===== src/rtl/ptt_pkg.sv =====
package ptt_pkg;

    typedef enum logic [1:0] {
        FLT_NONE = 2'd0,
        FLT_PAGE = 2'd1,
        FLT_PROT = 2'd2
    } fault_e;

    // Absence is tested before access rights.
    function automatic fault_e classify(input logic present, input logic ro, input logic is_write);
        if (!present)
            return FLT_PAGE;
        else if (ro && is_write)
            return FLT_PROT;
        else
            return FLT_NONE;
    endfunction

endpackage


===== src/rtl/ptt_table.sv =====
module ptt_table #(
    parameter int PAGE_W  = 4,
    parameter int FRAME_W = 8
) (
    input  logic               clk,
    input  logic               rst_n,
    input  logic               wr_en,
    input  logic [PAGE_W-1:0]  wr_page,
    input  logic               wr_present,
    input  logic               wr_ro,
    input  logic               wr_nc,
    input  logic [FRAME_W-1:0] wr_frame,
    input  logic [PAGE_W-1:0]  rd_page,
    output logic               rd_present,
    output logic               rd_ro,
    output logic               rd_nc,
    output logic [FRAME_W-1:0] rd_frame
);
    localparam int DEPTH = 1 << PAGE_W;

    typedef struct packed {
        logic               present;
        logic               ro;
        logic               nc;
        logic [FRAME_W-1:0] frame;
    } ent_t;

    ent_t ent_q [DEPTH];
    ent_t ent_d [DEPTH];

    always_comb begin
        for (int i = 0; i < DEPTH; i++) begin
            ent_d[i] = ent_q[i];
        end
        if (wr_en) begin
            ent_d[wr_page] = '{present: wr_present, ro: wr_ro, nc: wr_nc, frame: wr_frame};
        end
    end

    for (genvar g = 0; g < DEPTH; g++) begin : g_ent
        always_ff @(posedge clk) begin
            if (!rst_n)
                ent_q[g] <= '0;
            else
                ent_q[g] <= ent_d[g];
        end
    end

    // Read the registered state, so a write in the same cycle is not seen.
    always_comb begin
        rd_present = ent_q[rd_page].present;
        rd_ro      = ent_q[rd_page].ro;
        rd_nc      = ent_q[rd_page].nc;
        rd_frame   = ent_q[rd_page].frame;
    end
endmodule


===== src/rtl/ptt_eval.sv =====
module ptt_eval #(
    parameter int OFS_W   = 12,
    parameter int FRAME_W = 8,
    localparam int PA_W   = FRAME_W + OFS_W
) (
    input  logic               req_valid,
    input  logic               req_write,
    input  logic [OFS_W-1:0]   req_ofs,
    input  logic               present,
    input  logic               ro,
    input  logic               nc,
    input  logic [FRAME_W-1:0] frame,
    output logic               out_valid,
    output logic               out_page_fault,
    output logic               out_prot_fault,
    output logic               out_nc,
    output logic [PA_W-1:0]    out_paddr
);
    import ptt_pkg::*;

    fault_e flt;
    logic   ok;

    always_comb begin
        flt            = classify(present, ro, req_write);
        ok             = req_valid && (flt == FLT_NONE);
        out_valid      = req_valid;
        out_page_fault = req_valid && (flt == FLT_PAGE);
        out_prot_fault = req_valid && (flt == FLT_PROT);
        out_nc         = ok && nc;
        out_paddr      = ok ? {frame, req_ofs} : '0;
    end
endmodule


===== src/rtl/ptt_xlate.sv =====
module ptt_xlate #(
    parameter int OFS_W   = 12,
    parameter int PAGE_W  = 4,
    parameter int FRAME_W = 8,
    localparam int VA_W   = PAGE_W + OFS_W,
    localparam int PA_W   = FRAME_W + OFS_W
) (
    input  logic               clk,
    input  logic               rst_n,
    input  logic               wr_en,
    input  logic [PAGE_W-1:0]  wr_page,
    input  logic               wr_present,
    input  logic               wr_ro,
    input  logic               wr_nc,
    input  logic [FRAME_W-1:0] wr_frame,
    input  logic               lk_valid,
    input  logic               lk_write,
    input  logic [VA_W-1:0]    lk_vaddr,
    output logic               res_valid,
    output logic [PA_W-1:0]    res_paddr,
    output logic               res_nocache,
    output logic               res_page_fault,
    output logic               res_prot_fault
);
    typedef struct packed {
        logic            valid;
        logic            page_fault;
        logic            prot_fault;
        logic            nc;
        logic [PA_W-1:0] paddr;
    } res_t;

    res_t res_d, res_q;

    logic               e_present, e_ro, e_nc;
    logic [FRAME_W-1:0] e_frame;
    logic               v_valid, v_pf, v_prf, v_nc;
    logic [PA_W-1:0]    v_paddr;

    ptt_table #(.PAGE_W(PAGE_W), .FRAME_W(FRAME_W)) u_tbl (
        .clk        (clk),
        .rst_n      (rst_n),
        .wr_en      (wr_en),
        .wr_page    (wr_page),
        .wr_present (wr_present),
        .wr_ro      (wr_ro),
        .wr_nc      (wr_nc),
        .wr_frame   (wr_frame),
        .rd_page    (lk_vaddr[VA_W-1:OFS_W]),
        .rd_present (e_present),
        .rd_ro      (e_ro),
        .rd_nc      (e_nc),
        .rd_frame   (e_frame)
    );

    ptt_eval #(.OFS_W(OFS_W), .FRAME_W(FRAME_W)) u_eval (
        .req_valid      (lk_valid),
        .req_write      (lk_write),
        .req_ofs        (lk_vaddr[OFS_W-1:0]),
        .present        (e_present),
        .ro             (e_ro),
        .nc             (e_nc),
        .frame          (e_frame),
        .out_valid      (v_valid),
        .out_page_fault (v_pf),
        .out_prot_fault (v_prf),
        .out_nc         (v_nc),
        .out_paddr      (v_paddr)
    );

    always_comb begin
        res_d            = '0;
        res_d.valid      = v_valid;
        res_d.page_fault = v_pf;
        res_d.prot_fault = v_prf;
        res_d.nc         = v_nc;
        res_d.paddr      = v_paddr;
    end

    always_ff @(posedge clk) begin
        if (!rst_n)
            res_q <= '0;
        else
            res_q <= res_d;
    end

    assign res_valid      = res_q.valid;
    assign res_paddr      = res_q.paddr;
    assign res_nocache    = res_q.nc;
    assign res_page_fault = res_q.page_fault;
    assign res_prot_fault = res_q.prot_fault;
endmodule


===== config.mk =====
export PLATFORM = sky130hd
export DESIGN_NAME = ptt_xlate
export DESIGN_NICKNAME = d
export VERILOG_FILES = /design/src/rtl/ptt_pkg.sv /design/src/rtl/ptt_table.sv /design/src/rtl/ptt_eval.sv /design/src/rtl/ptt_xlate.sv
export SDC_FILE = /design/constraint.sdc
export NUM_CORES = 1
export LEC_CHECK = 0
export ABC_AREA = 1
export BUFFER_PORTS_ARGS = -buffer_cell sky130_fd_sc_hd__buf_2
export CORE_MARGIN = 5
export CORE_UTILIZATION = 50
export CTS_CLUSTER_DIAMETER = 200
export DETAILED_ROUTE_END_ITERATION = 6
export PLACE_DENSITY = 0.68
export SKIP_CTS_REPAIR_TIMING = 1
export SLEW_MARGIN = 10
export SYNTH_ARGS = -nofsm -noshare
export SYNTH_HDL_FRONTEND = slang
export SYNTH_SLANG_ARGS = --single-unit

===== constraint.sdc =====
create_clock -name clk -period 3.3 [get_ports clk]
set_input_delay 0.66 -clock clk [delete_from_list [all_inputs] [get_ports clk]]
set_output_delay 0.66 -clock clk [all_outputs]
set_load 0.05 [all_outputs]

Word level (Yosys, flattened, before mapping)
Memories as Yosys holds them, arrays and structs flattened.
Index checks and enable logic that the tools add are counted.
- bits in latches: 0
- memory bits (writable): 176
- memories: 1
- register bits: 24
- output and inout port bits: 24
- bits in read-only memories: 0
- word-level logic and storage cells: 59
- divide/modulo/power cells: 0
- multiply operators: 0
- reduce and logical (&&, ||, !) cells: 8
- equality and inequality tests: 2
- multiplexer cells: 24
- shift operators: 0
- bitwise logic cells: 17
- magnitude comparators: 2
- add/subtract/negate cells: 0
- memories (name ; words ; width ; read ports ; clocked after Yosys merged registers in ; wr ports ; RTL line ; RTL):
    u_tbl.ent_q ; 16 ; 11 ; 17 ; 0 ; 16 ; ptt_table.sv:28 ; ent_t ent_q [DEPTH];
- operator list (cell ; count):
    two-way mux 11 bit ; 17
    bitwise mux 176 bit ; 1
    two-way mux 176 bit ; 1
    demux 11 bit (select 4 bit) ; 1
    OR 1 bit ; 16
    logical AND 1 bit ; 6
    >= comparator 5 bit, second input constant ; 1
    less-than comparator 5 x 1 -> 1 bit, second input constant ; 1
    inverter 4 -> 5 bit ; 1
    two-way mux 2 bit ; 2
    equality test 2 x 1 -> 1 bit, second input constant ; 1
    equality test 2 bit, second input constant ; 1
    zero test 2 bit ; 1
    two-way mux 1 bit ; 2
    AND reduction 2 bit ; 1

Logic depth before layout (Yosys ltp)
Gate-level depths: netlist (run 1).
- word-level depth: 8
- depth in mapped cells: 11

Cells and area by module
From an unflattened synthesis (run 1), not the netlist that was laid out.
- cell total of the unflattened synthesis: 1329
- area total of the unflattened synthesis: 9016.1 µm²
- modules (own cells, without submodules) (module ; seq. area each (µm²) ; area each (µm²) ; cells each ; instances):
    ptt_table ; 3523.4 ; 8056.5 ; 1203 ; 1
    ptt_xlate ; 480.5 ; 683.2 ; 74 ; 1
    ptt_eval ; 0.0 ; 276.5 ; 52 ; 1

Worst setup path before layout (run 1)
Ideal clock, no wire load.
- path type: input port to flip-flop
- from: input port wr_en
- to: memory u_tbl.ent_q[10][0] (netlist bit)
- path slack: 1550 ps
- setup time: 116 ps
- required time: 3184 ps
- stages: 7
- data arrival time: 1635 ps
- cells stage by stage: buf_2 -> nand3_1 -> nor2_1 -> inv_1 -> buf_2 -> nor2_1 -> nor2_1
- RTL lines (what ; RTL line ; RTL):
    start, declared ; ptt_xlate.sv:10 ; input logic wr_en,
    end, declared ; ptt_table.sv:28 ;

Worst setup path in the final report (run 1)
- from: input port lk_vaddr[12]
- to: register, netlist name res_paddr[15]
- cells in the longest elaborated chain, start to end: 7
- ends and longest elaborated chain (what ; RTL line ; RTL):
    start, declared ; ptt_xlate.sv:18 ; input logic [VA_W-1:0] lk_vaddr,
    memory read (16 x 11 bit) * ; n/a ;
    logical AND 1 bit ; ptt_pkg.sv:13 ; else if (ro && is_write)
    two-way mux 2 bit ; ptt_pkg.sv:13 ;
    two-way mux 2 bit ; ptt_pkg.sv:11 ; if (!present)
    zero test 2 bit ; ptt_eval.sv:26 ; ok = req_valid && (flt == FLT_NONE);
    logical AND 1 bit ; ptt_eval.sv:26 ;
    AND reduction 2 bit (no source line) ; n/a ;
Mark *: on every way between the ends. The rest lies on a longest branch, timed or not.
A chain may end at the register's enable or synchronous reset.

==> run_results.csv, run 1 <==
group,metric,value,unit
power,p_int,3.76,mW
clocking,cts_inserted_buffers,17,
place,hpwl,13900,µm
setup_path,reg2regPathDepth,8,
timing,setup_viol,0,
floorplan,core_area,16600,µm²
timing,report.final.hold_viol_count,0,
timing,fin_crit_sh,0.609,
setup_path,critical_path_class,"in2reg",
route,wirelength,22300,µm
place,numPortBuffers,59,
power,power_frac_seq,0.493,
final_layout,syn_to_final_growth,10.7,%
clocking,ctsRootBufferMaster,"clkbuf_16",
floorplan,initial_core_util,0.511,
logic_synthesis,yosysWarnings,0,
route,wl_per_cell,15.5,µm
setup_path,reg2reg_slack,1760,ps
timing,relSlewSlack,0.438,
clocking,path_clk_slew,70,ps
logic_synthesis,yosysSeqAreaShare,0.471,
power,leakagePower,3.83,nW
timing,slew_viol_final,0,
global_route,grt_pass1_vias,6794,
clocking,clk_latency,430,ps
timing,period_needed,2010,ps
final_layout,n_fill_cell,1577,
logic_synthesis,postSynthAreaPerCell,7.10,µm²
clocking,cts_max_level,4,
route,first_iter_violations,680,
final_layout,final_common_cell,"o21ai_0",
setup_path,crit_family,"buffers and inverters",
setup_path,end_kind,"flop",
setup_path,critical_path.max_fanout,32,
power,combPwrFrac,0.089,
global_route,grt_usage,0.225,
setup_path,reg2reg_from,"u_tbl.ent_q[5][10]",
setup_path,cp.depth,10,
route,dr.pass1.iters,5,
run,cap_violations,0,
power,peakVddDrop,0.396,mV
logic_synthesis,synth_fp_nets,1234,
power,p_sw_frac,0.254,
setup_path,path_buf_inv,3,
final_layout,layout_common_cells,"o21ai_0, dfxtp_1, nor2_1",
setup_path,crit_arrival,2320,ps
setup_path,cpPeakStageDelay,330,ps
global_route,grt-ovfl-total,0,
setup_path,crit_start,"lk_vaddr[12]",
final_layout,fin_nets,1239,
route,vias_per_cell,5.31,
power,p_clk_frac,0.418,
final_layout,drive_above_1_share,0.103,
global_route,grt_pass1_wl,35800,µm
floorplan,die_area,19700,µm²
logic_synthesis,syn_area,8510,µm²
final_layout,instances_no_fill,1436,
setup_path,start_kind,"input pin",
setup_path,critPathSlowestCell,"buf_4",
power,power.switching,1.28,mW
timing,max_slew.worst_pin.slew,840,ps
min_path,min_path_cells,3,
floorplan,fp.dieH,140,µm
floorplan,rows,47,
min_path,hold_start,"lk_vaddr[9]",
timing,skew,9.56,ps
place,dp_cells,1404,
clocking,cts_buffer_depth,2,
power,power_density,536,nW/µm²
clocking,cts_tree,"yes",
clocking,cts.sinks,200,
logic_synthesis,ys_seq_elements,200,
route,ant_nets,0,
logic_synthesis,synthCells,1198,
timing,finalSetupTns,0,ps
run_status,status,"finished, final reports clean",
logic_synthesis,ys_types,18,
place,place_congestion,0.836,
global_route,grt_max_degree,177,
final_layout,num_antenna_cells,0,
timing,rsz0062_at_grt,"false",
floorplan,io-pin-count,60,
floorplan,die_w,140,µm
route,vias,7625,
route,drc_errors,0,
global_route,grt_antenna_before_repair,0,
setup_path,cp.required,3610,ps
min_path,min_path_type,"in2reg",
timing,fmax,497,MHz
setup_path,crit_chain,"buf_4 > buf_4 > buf_4 > a21oi_1 > o21ai_0 > nand2_1 > o21ai_0 > nand2_1 > nand2_1 > nor2_1",
[Yosys cell counts]
library cell / n / area share
nor3_1: 1 / 0.00059
nor2_1: 168 / 0.074
dfxtp_1: 200 / 0.47
o21ai_1: 3 / 0.0018
nand2_2: 1 / 0.00074
nand2_1: 100 / 0.044
o211ai_1: 20 / 0.018
nor2_2: 11 / 0.0081
nand4_1: 1 / 0.00074
clkbuf_1: 57 / 0.025
o21ai_0: 244 / 0.14
inv_1: 142 / 0.063
buf_6: 4 / 0.0053
a21oi_1: 158 / 0.093
nand3_1: 54 / 0.032
inv_2: 3 / 0.0013
buf_4: 2 / 0.0018
buf_2: 29 / 0.017
[flip-flops by register name, summed over array words and instances, names as in the netlist]
signal / flops
res_prot_fault: 1
res_valid: 1
res_paddr: 20
res_page_fault: 1
res_nocache: 1
u_tbl.ent_q: 176
[power groups by stage]
stage,combinational [mW],clock (mW),sequential (mW)
2_1_floorplan,0.287,0,2.57
3_3_place_gp,0.440,0,2.54
3_5_place_dp,0.444,0,2.54
4_1_cts,0.447,2.15,2.49
5_1_grt,0.502,2.25,2.49
6_report,0.449,2.11,2.49
[metrics by stage]
step / setup slack (ps) / hold WS [ps] / total power [mW] / area [µm²] / util
after global placement: 884 / 430 / 2.98 / 8820 / 0.530
after floorplan: 1550 / 420 / 2.86 / 8510 / -
after CTS: 1320 / 417 / 5.08 / 9420 / 0.566
final: 1290 / 435 / 5.04 / 9420 / 0.566
after global routing: 1160 / 424 / 5.25 / 9420 / 0.566
after detailed placement: 879 / 433 / 2.99 / 8820 / 0.530
[layout make-up]
class	count	area, µm²	share of cell area
Sequential cell	200	4000	0.425
Clock inverter	13	144	0.0153
Clock buffer	19	453	0.0481
Timing Repair Buffer	78	455	0.0484
Multi-Input combinational cell	761	3540	0.376
Inverter	145	544	0.0578
Tap cell	220	275	0.0292
[worst reg2reg max path: stages, from the launching register on]
cell	delay, ps
dfxtp_1	330
nand2_1	60
nand3_1	90
nand3_1	100
nand3_1	130
nand2_1	80
nor2_2	110
nand2_2	330
nor2_1	230
[worst paths after layout]
check	to
min reg2reg	u_tbl.ent_q[0][7]
min	res_paddr[9]
max reg2reg	res_paddr[13]
max	res_paddr[15]
[routing by layer]
layer | track usage | up-vias | part of all wire
met2 | 0.354 | 214 | 0.45
met1 | 0.316 | 3485 | 0.48
met4 | 0.0566 | 0 | 0.014
met5 | 0 | - | 0
met3 | 0.0464 | 22 | 0.057
li1 | - | 3904 | -
[logic make-up (layout without fill, tap and decap cells)]
logic type / after synthesis / count (layout) / share of synthesized area
and+or+nand+nor: 336 / 336 / 0.160
buffers and inverters: 237 / 255 / 0.113
DFF: 200 / 200 / 0.471
AOI/OAI and AO/OA: 425 / 425 / 0.256
Note: power is estimated with default switching activity, not from simulation.
==> run 2: changes to the inputs <==
--- a/config.mk
+++ b/config.mk
@@ -11,7 +11,7 @@
 export CORE_UTILIZATION = 50
 export CTS_CLUSTER_DIAMETER = 200
 export DETAILED_ROUTE_END_ITERATION = 6
-export PLACE_DENSITY = 0.68
+export PLACE_DENSITY = 0.71
 export SKIP_CTS_REPAIR_TIMING = 1
 export SLEW_MARGIN = 10
 export SYNTH_ARGS = -nofsm -noshare
==> constraint.sdc (replaced) <==
create_clock -name clk -period 1.7 [get_ports clk]
set_input_delay 0.34 -clock clk [delete_from_list [all_inputs] [get_ports clk]]
set_output_delay 0.34 -clock clk [all_outputs]
set_load 0.05 [all_outputs]
==> run_results.csv, run 2 (same netlist as run 1, synthesis figures left out) <==
group,metric,value,unit
setup_path,cp.required,1360,ps
run_status,status,"finished, final reports clean",
setup_path,cp.depth,1,
timing,fmax,720,MHz
final_layout,syn_to_final_growth,15.3,%
route,ant_nets,0,
timing,finalSetupTns,0,ps
final_layout,largest_register_ffs,176,
global_route,grt_pass1_wl,37000,µm
timing,fin_crit_sh,0.817,
setup_path,cpPeakStageDelay,350,ps
route,vias,7799,
final_layout,num_antenna_cells,0,
clocking,cts_buffer_depth,2,
floorplan,io-pin-count,60,
global_route,grt_max_degree,137,
timing,skew,8.31,ps
setup_path,reg2regPathDepth,9,
setup_path,crit_family,"flip-flops",
setup_path,timing.rr.end,"res_paddr[13]",
power,leakagePower,4.05,nW
floorplan,fp.dieH,140,µm
route,wl_per_cell,15.6,µm
floorplan,rows,47,
setup_path,start_kind,"flop",
final_layout,largest_register,"u_tbl.ent_q",
setup_path,critical_path_class,"reg2out",
route,wirelength,22800,µm
place,dp_cells,1435,
final_layout,fin_util,0.590,
timing,whs,123,ps
final_layout,final_common_cell,"o21ai_0",
timing,report.final.hold_viol_count,0,
timing,rsz0062_at_grt,"false",
floorplan,die_w,140,µm
setup_path,crit_arrival,1050,ps
power,peakVddDrop,0.777,mV
floorplan,initial_core_util,0.511,
final_layout,layout_common_cells,"o21ai_0, dfxtp_1, nor2_1",
place,place_congestion,0.885,
place,numPortBuffers,59,
route,drc_errors,0,
run,cap_violations,0,
clocking,cts.sinks,200,
global_route,grt_usage,0.232,
place,hpwl,14700,µm
final_layout,instances_no_fill,1467,
route,routed-wl-met3,1390,µm
route,topRoutingLayerUsed,"met4",
setup_path,reg2reg_slack,370,ps
timing,period_needed,1390,ps
timing,setup_slack,312,ps
route,first_iter_violations,750,
clocking,ctsRootBufferMaster,"clkbuf_16",
global_route,grt_antenna_before_repair,0,
power,total_power,9.90,mW
setup_path,critPathSlowestCell,"dfxtp_1",
timing,setup_viol,0,
final_layout,drive_above_1_share,0.124,
clocking,path_clk_slew,70,ps
setup_path,critical_path.max_fanout,1,
clocking,cts_max_level,4,
floorplan,core_area,16600,µm²
final_layout,fin_nets,1270,
setup_path,crit_chain,"buf_2",
floorplan,die_area,19700,µm²
setup_path,path_buf_inv,1,
power,power_density,1010,nW/µm²
setup_path,end_kind,"output port",
place,placed_area,9210,µm²
final_layout,fin_area,9810,µm²
setup_path,crit_start,"res_paddr[17]",
route,wl_met2,10600,µm
route,drt-met1-wl,10300,µm
min_path,min_path_type,"in2reg",
timing,relSlewSlack,0.627,
clocking,cts_tree,"yes",
clocking,clk_latency,430,ps
setup_path,endpoint,"res_paddr[17]",
global_route,grt-ovfl-total,0,
timing,max_slew.worst_pin.slew,559,ps
timing,slew_viol_final,0,
global_route,grt_pass1_vias,7204,
place,pre_cts_slack,-45.7,ps
clocking,cts_inserted_buffers,17,
route,dr.pass1.iters,5,
setup_path,reg2reg_from,"u_tbl.ent_q[13][10]",
route,vias_per_cell,5.32,
[run 2: cell types whose count changed in the layout (fill, tap and decap cells not counted), sizes merged]
cell | before | now
buf | 78 | 109
clkbuf | 19 | 20
clkinv | 4 | 3
clkinvlp | 4 | 3
inv | 148 | 149
[run 2: power by group]
part           switching, mW  internal [mW]  total, mW  leakage, nW
combinational          0.649          0.305      0.954         2.15
clock                   1.84           2.28       4.12        0.287
sequential            0.0378           4.79       4.83         1.62
total                   2.53           7.37       9.90         4.05
[run 2: cell type report]
class / instances / area, µm²
fill: 1541 / 6830
sequential: 200 / 4000
multi-input combinational: 761 / 3540
timing repair buffer: 109 / 851
inverter: 145 / 544
clock buffer: 20 / 457
tap: 220 / 275
clock inverter: 12 / 141
[run 2: layer usage]
layer,GRT usage,up-vias
li1,-,3965
met1,0.307,3552
met2,0.380,246
met3,0.0457,36
met4,0.0785,0
met5,0,-
[run 2: worst min path at each step]
stage,startpoint,endpoint,depth (start not counted)
detailed placement,u_tbl.ent_q[0][0],u_tbl.ent_q[0][0],2
floorplan,u_tbl.ent_q[0][0],u_tbl.ent_q[0][0],2
finish,lk_vaddr[7],res_paddr[7],3
global route,lk_vaddr[9],res_paddr[9],3
global placement,u_tbl.ent_q[0][1],u_tbl.ent_q[0][1],2
CTS,lk_vaddr[7],res_paddr[7],3
==> run 3: changes to the inputs <==
--- a/config.mk
+++ b/config.mk
@@ -11,7 +11,7 @@
 export CORE_UTILIZATION = 50
 export CTS_CLUSTER_DIAMETER = 200
 export DETAILED_ROUTE_END_ITERATION = 6
-export PLACE_DENSITY = 0.71
+export PLACE_DENSITY = 0.68
 export SKIP_CTS_REPAIR_TIMING = 1
 export SLEW_MARGIN = 10
 export SYNTH_ARGS = -nofsm -noshare
==> constraint.sdc (replaced) <==
create_clock -name clk -period 1.4 [get_ports clk]
set_input_delay 0.28 -clock clk [delete_from_list [all_inputs] [get_ports clk]]
set_output_delay 0.28 -clock clk [all_outputs]
set_load 0.05 [all_outputs]
==> run_results.csv, run 3 (same netlist as run 1, synthesis figures left out) <==
group,metric,value,unit
setup_path,critical_path_class,"reg2out",
timing,finalSetupTns,0,ps
setup_path,cpPeakStageDelay,360,ps
timing,slew_viol_final,0,
setup_path,timing.rr.end,"res_paddr[9]",
timing,fmax,737,MHz
clocking,cts_inserted_buffers,17,
timing,report.final.hold_viol_count,0,
power,leakagePower,4.19,nW
timing,fin_crit_sh,0.970,
setup_path,cp.required,1120,ps
route,dr.pass1.iters,5,
final_layout,instances_no_fill,1493,
global_route,grt_usage,0.226,
place,place_congestion,0.859,
final_layout,num_antenna_cells,0,
timing,period_needed,1360,ps
global_route,grt_pass1_wl,36400,µm
min_path,min_path_cells,3,
place,placed_area,9460,µm²
setup_path,start_kind,"flop",
route,vias,7805,
run,cap_violations,0,
final_layout,drive_above_1_share,0.145,
global_route,grt_antenna_before_repair,0,
final_layout,largest_register,"u_tbl.ent_q",
timing,max_slew.worst_pin.slew,429,ps
setup_path,critPathSlowestCell,"dfxtp_1",
route,first_iter_violations,591,
clocking,cts_tree,"yes",
place,numPortBuffers,59,
timing,whs,54.0,ps
timing,relSlewSlack,0.713,
place,dp_cells,1460,
power,total_power,11.9,mW
floorplan,die_area,19700,µm²
setup_path,reg2reg_slack,100,ps
run_status,status,"finished, final reports clean",
final_layout,syn_to_final_growth,18.6,%
route,wl_per_cell,14.9,µm
route,drc_errors,0,
min_path,hold_start,"lk_vaddr[9]",
setup_path,crit_chain,"buf_2",
route,ant_nets,0,
global_route,grt_max_degree,66,
clocking,cts_buffer_depth,2,
setup_path,critical_path.max_fanout,1,
clocking,cts.sinks,200,
min_path,min_path_type,"in2reg",
setup_path,path_buf_inv,1,
final_layout,fin_area,10100,µm²
global_route,grt_pass1_vias,7027,
global_route,grt-ovfl-total,0,
floorplan,core_area,16600,µm²
setup_path,crit_arrival,1080,ps
final_layout,largest_register_ffs,176,
floorplan,initial_core_util,0.511,
power,power_density,1180,nW/µm²
clocking,path_clk_slew,70,ps
floorplan,fp.dieH,140,µm
clocking,ctsRootBufferMaster,"clkbuf_16",
timing,setup_viol,0,
power,peakVddDrop,0.968,mV
setup_path,reg2regPathDepth,9,
final_layout,fin_nets,1296,
floorplan,io-pin-count,60,
route,wirelength,22300,µm
floorplan,die_w,140,µm
final_layout,final_common_cell,"o21ai_0",
route,vias_per_cell,5.23,
floorplan,rows,47,
place,hpwl,14800,µm
final_layout,layout_common_cells,"o21ai_0, dfxtp_1, nor2_1",
setup_path,crit_start,"res_paddr[17]",
setup_path,crit_family,"flip-flops",
setup_path,end_kind,"output port",
setup_path,reg2reg_from,"u_tbl.ent_q[5][10]",
clocking,clk_latency,440,ps
timing,skew,8.08,ps
min_path,hold_path_end,"res_paddr[9]",
clocking,cts_max_level,4,
[run 3: changes by cell type in the layout (fill, tap and decap cells not counted), moves of 2 or more]
cell,delta
clkinvlp_4,+2
clkinv_2,+2
inv_8,-2
clkbuf_8,-2
buf_12,+5
buf_4,+20
[run 3: power breakdown]
group	internal, mW	switching [mW]
Clock	2.63	2.20
Sequential	5.82	0.0464
Combinational	0.439	0.793
Total	8.89	3.04
[run 3: stage by stage]
step                       util  worst slack, ps
after floorplan               -             29.7
after global placement    0.569             -159
after CTS                 0.603             31.5
final                     0.606             42.5
after detailed placement  0.569             -204
after global routing      0.606            -4.97
[run 3: area by class of cell]
cell class | instances | area [µm²]
fill | 1519 | 6560
sequential | 200 | 4010
multi-input combinational | 761 | 3560
timing repair buffer | 135 | 1130
inverter | 145 | 544
clock buffer | 17 | 425
tap | 220 | 275
clock inverter | 15 | 153
[run 3: metal layers]
layer / wire (µm) / global-route usage / vias to the layer above
met4: 318 / 0.0668 / 0
met5: 0 / 0 / -
met2: 9960 / 0.350 / 227
met1: 10500 / 0.322 / 3527
met3: 1460 / 0.0416 / 27
li1: - / - / 4024
[run 3: worst max path at each step]
stage | endpoint | slack [ps] | cells after the start
6_report | res_paddr[17] | 40 | 1
3_5_place_dp | res_paddr[15] | -200 | 12
3_3_place_gp | res_paddr[18] | -160 | 9
4_1_cts | res_paddr[17] | 30 | 1
2_1_floorplan | u_tbl.ent_q[10][1] | 30 | 7
5_1_grt | res_paddr[11] | -5 | 9
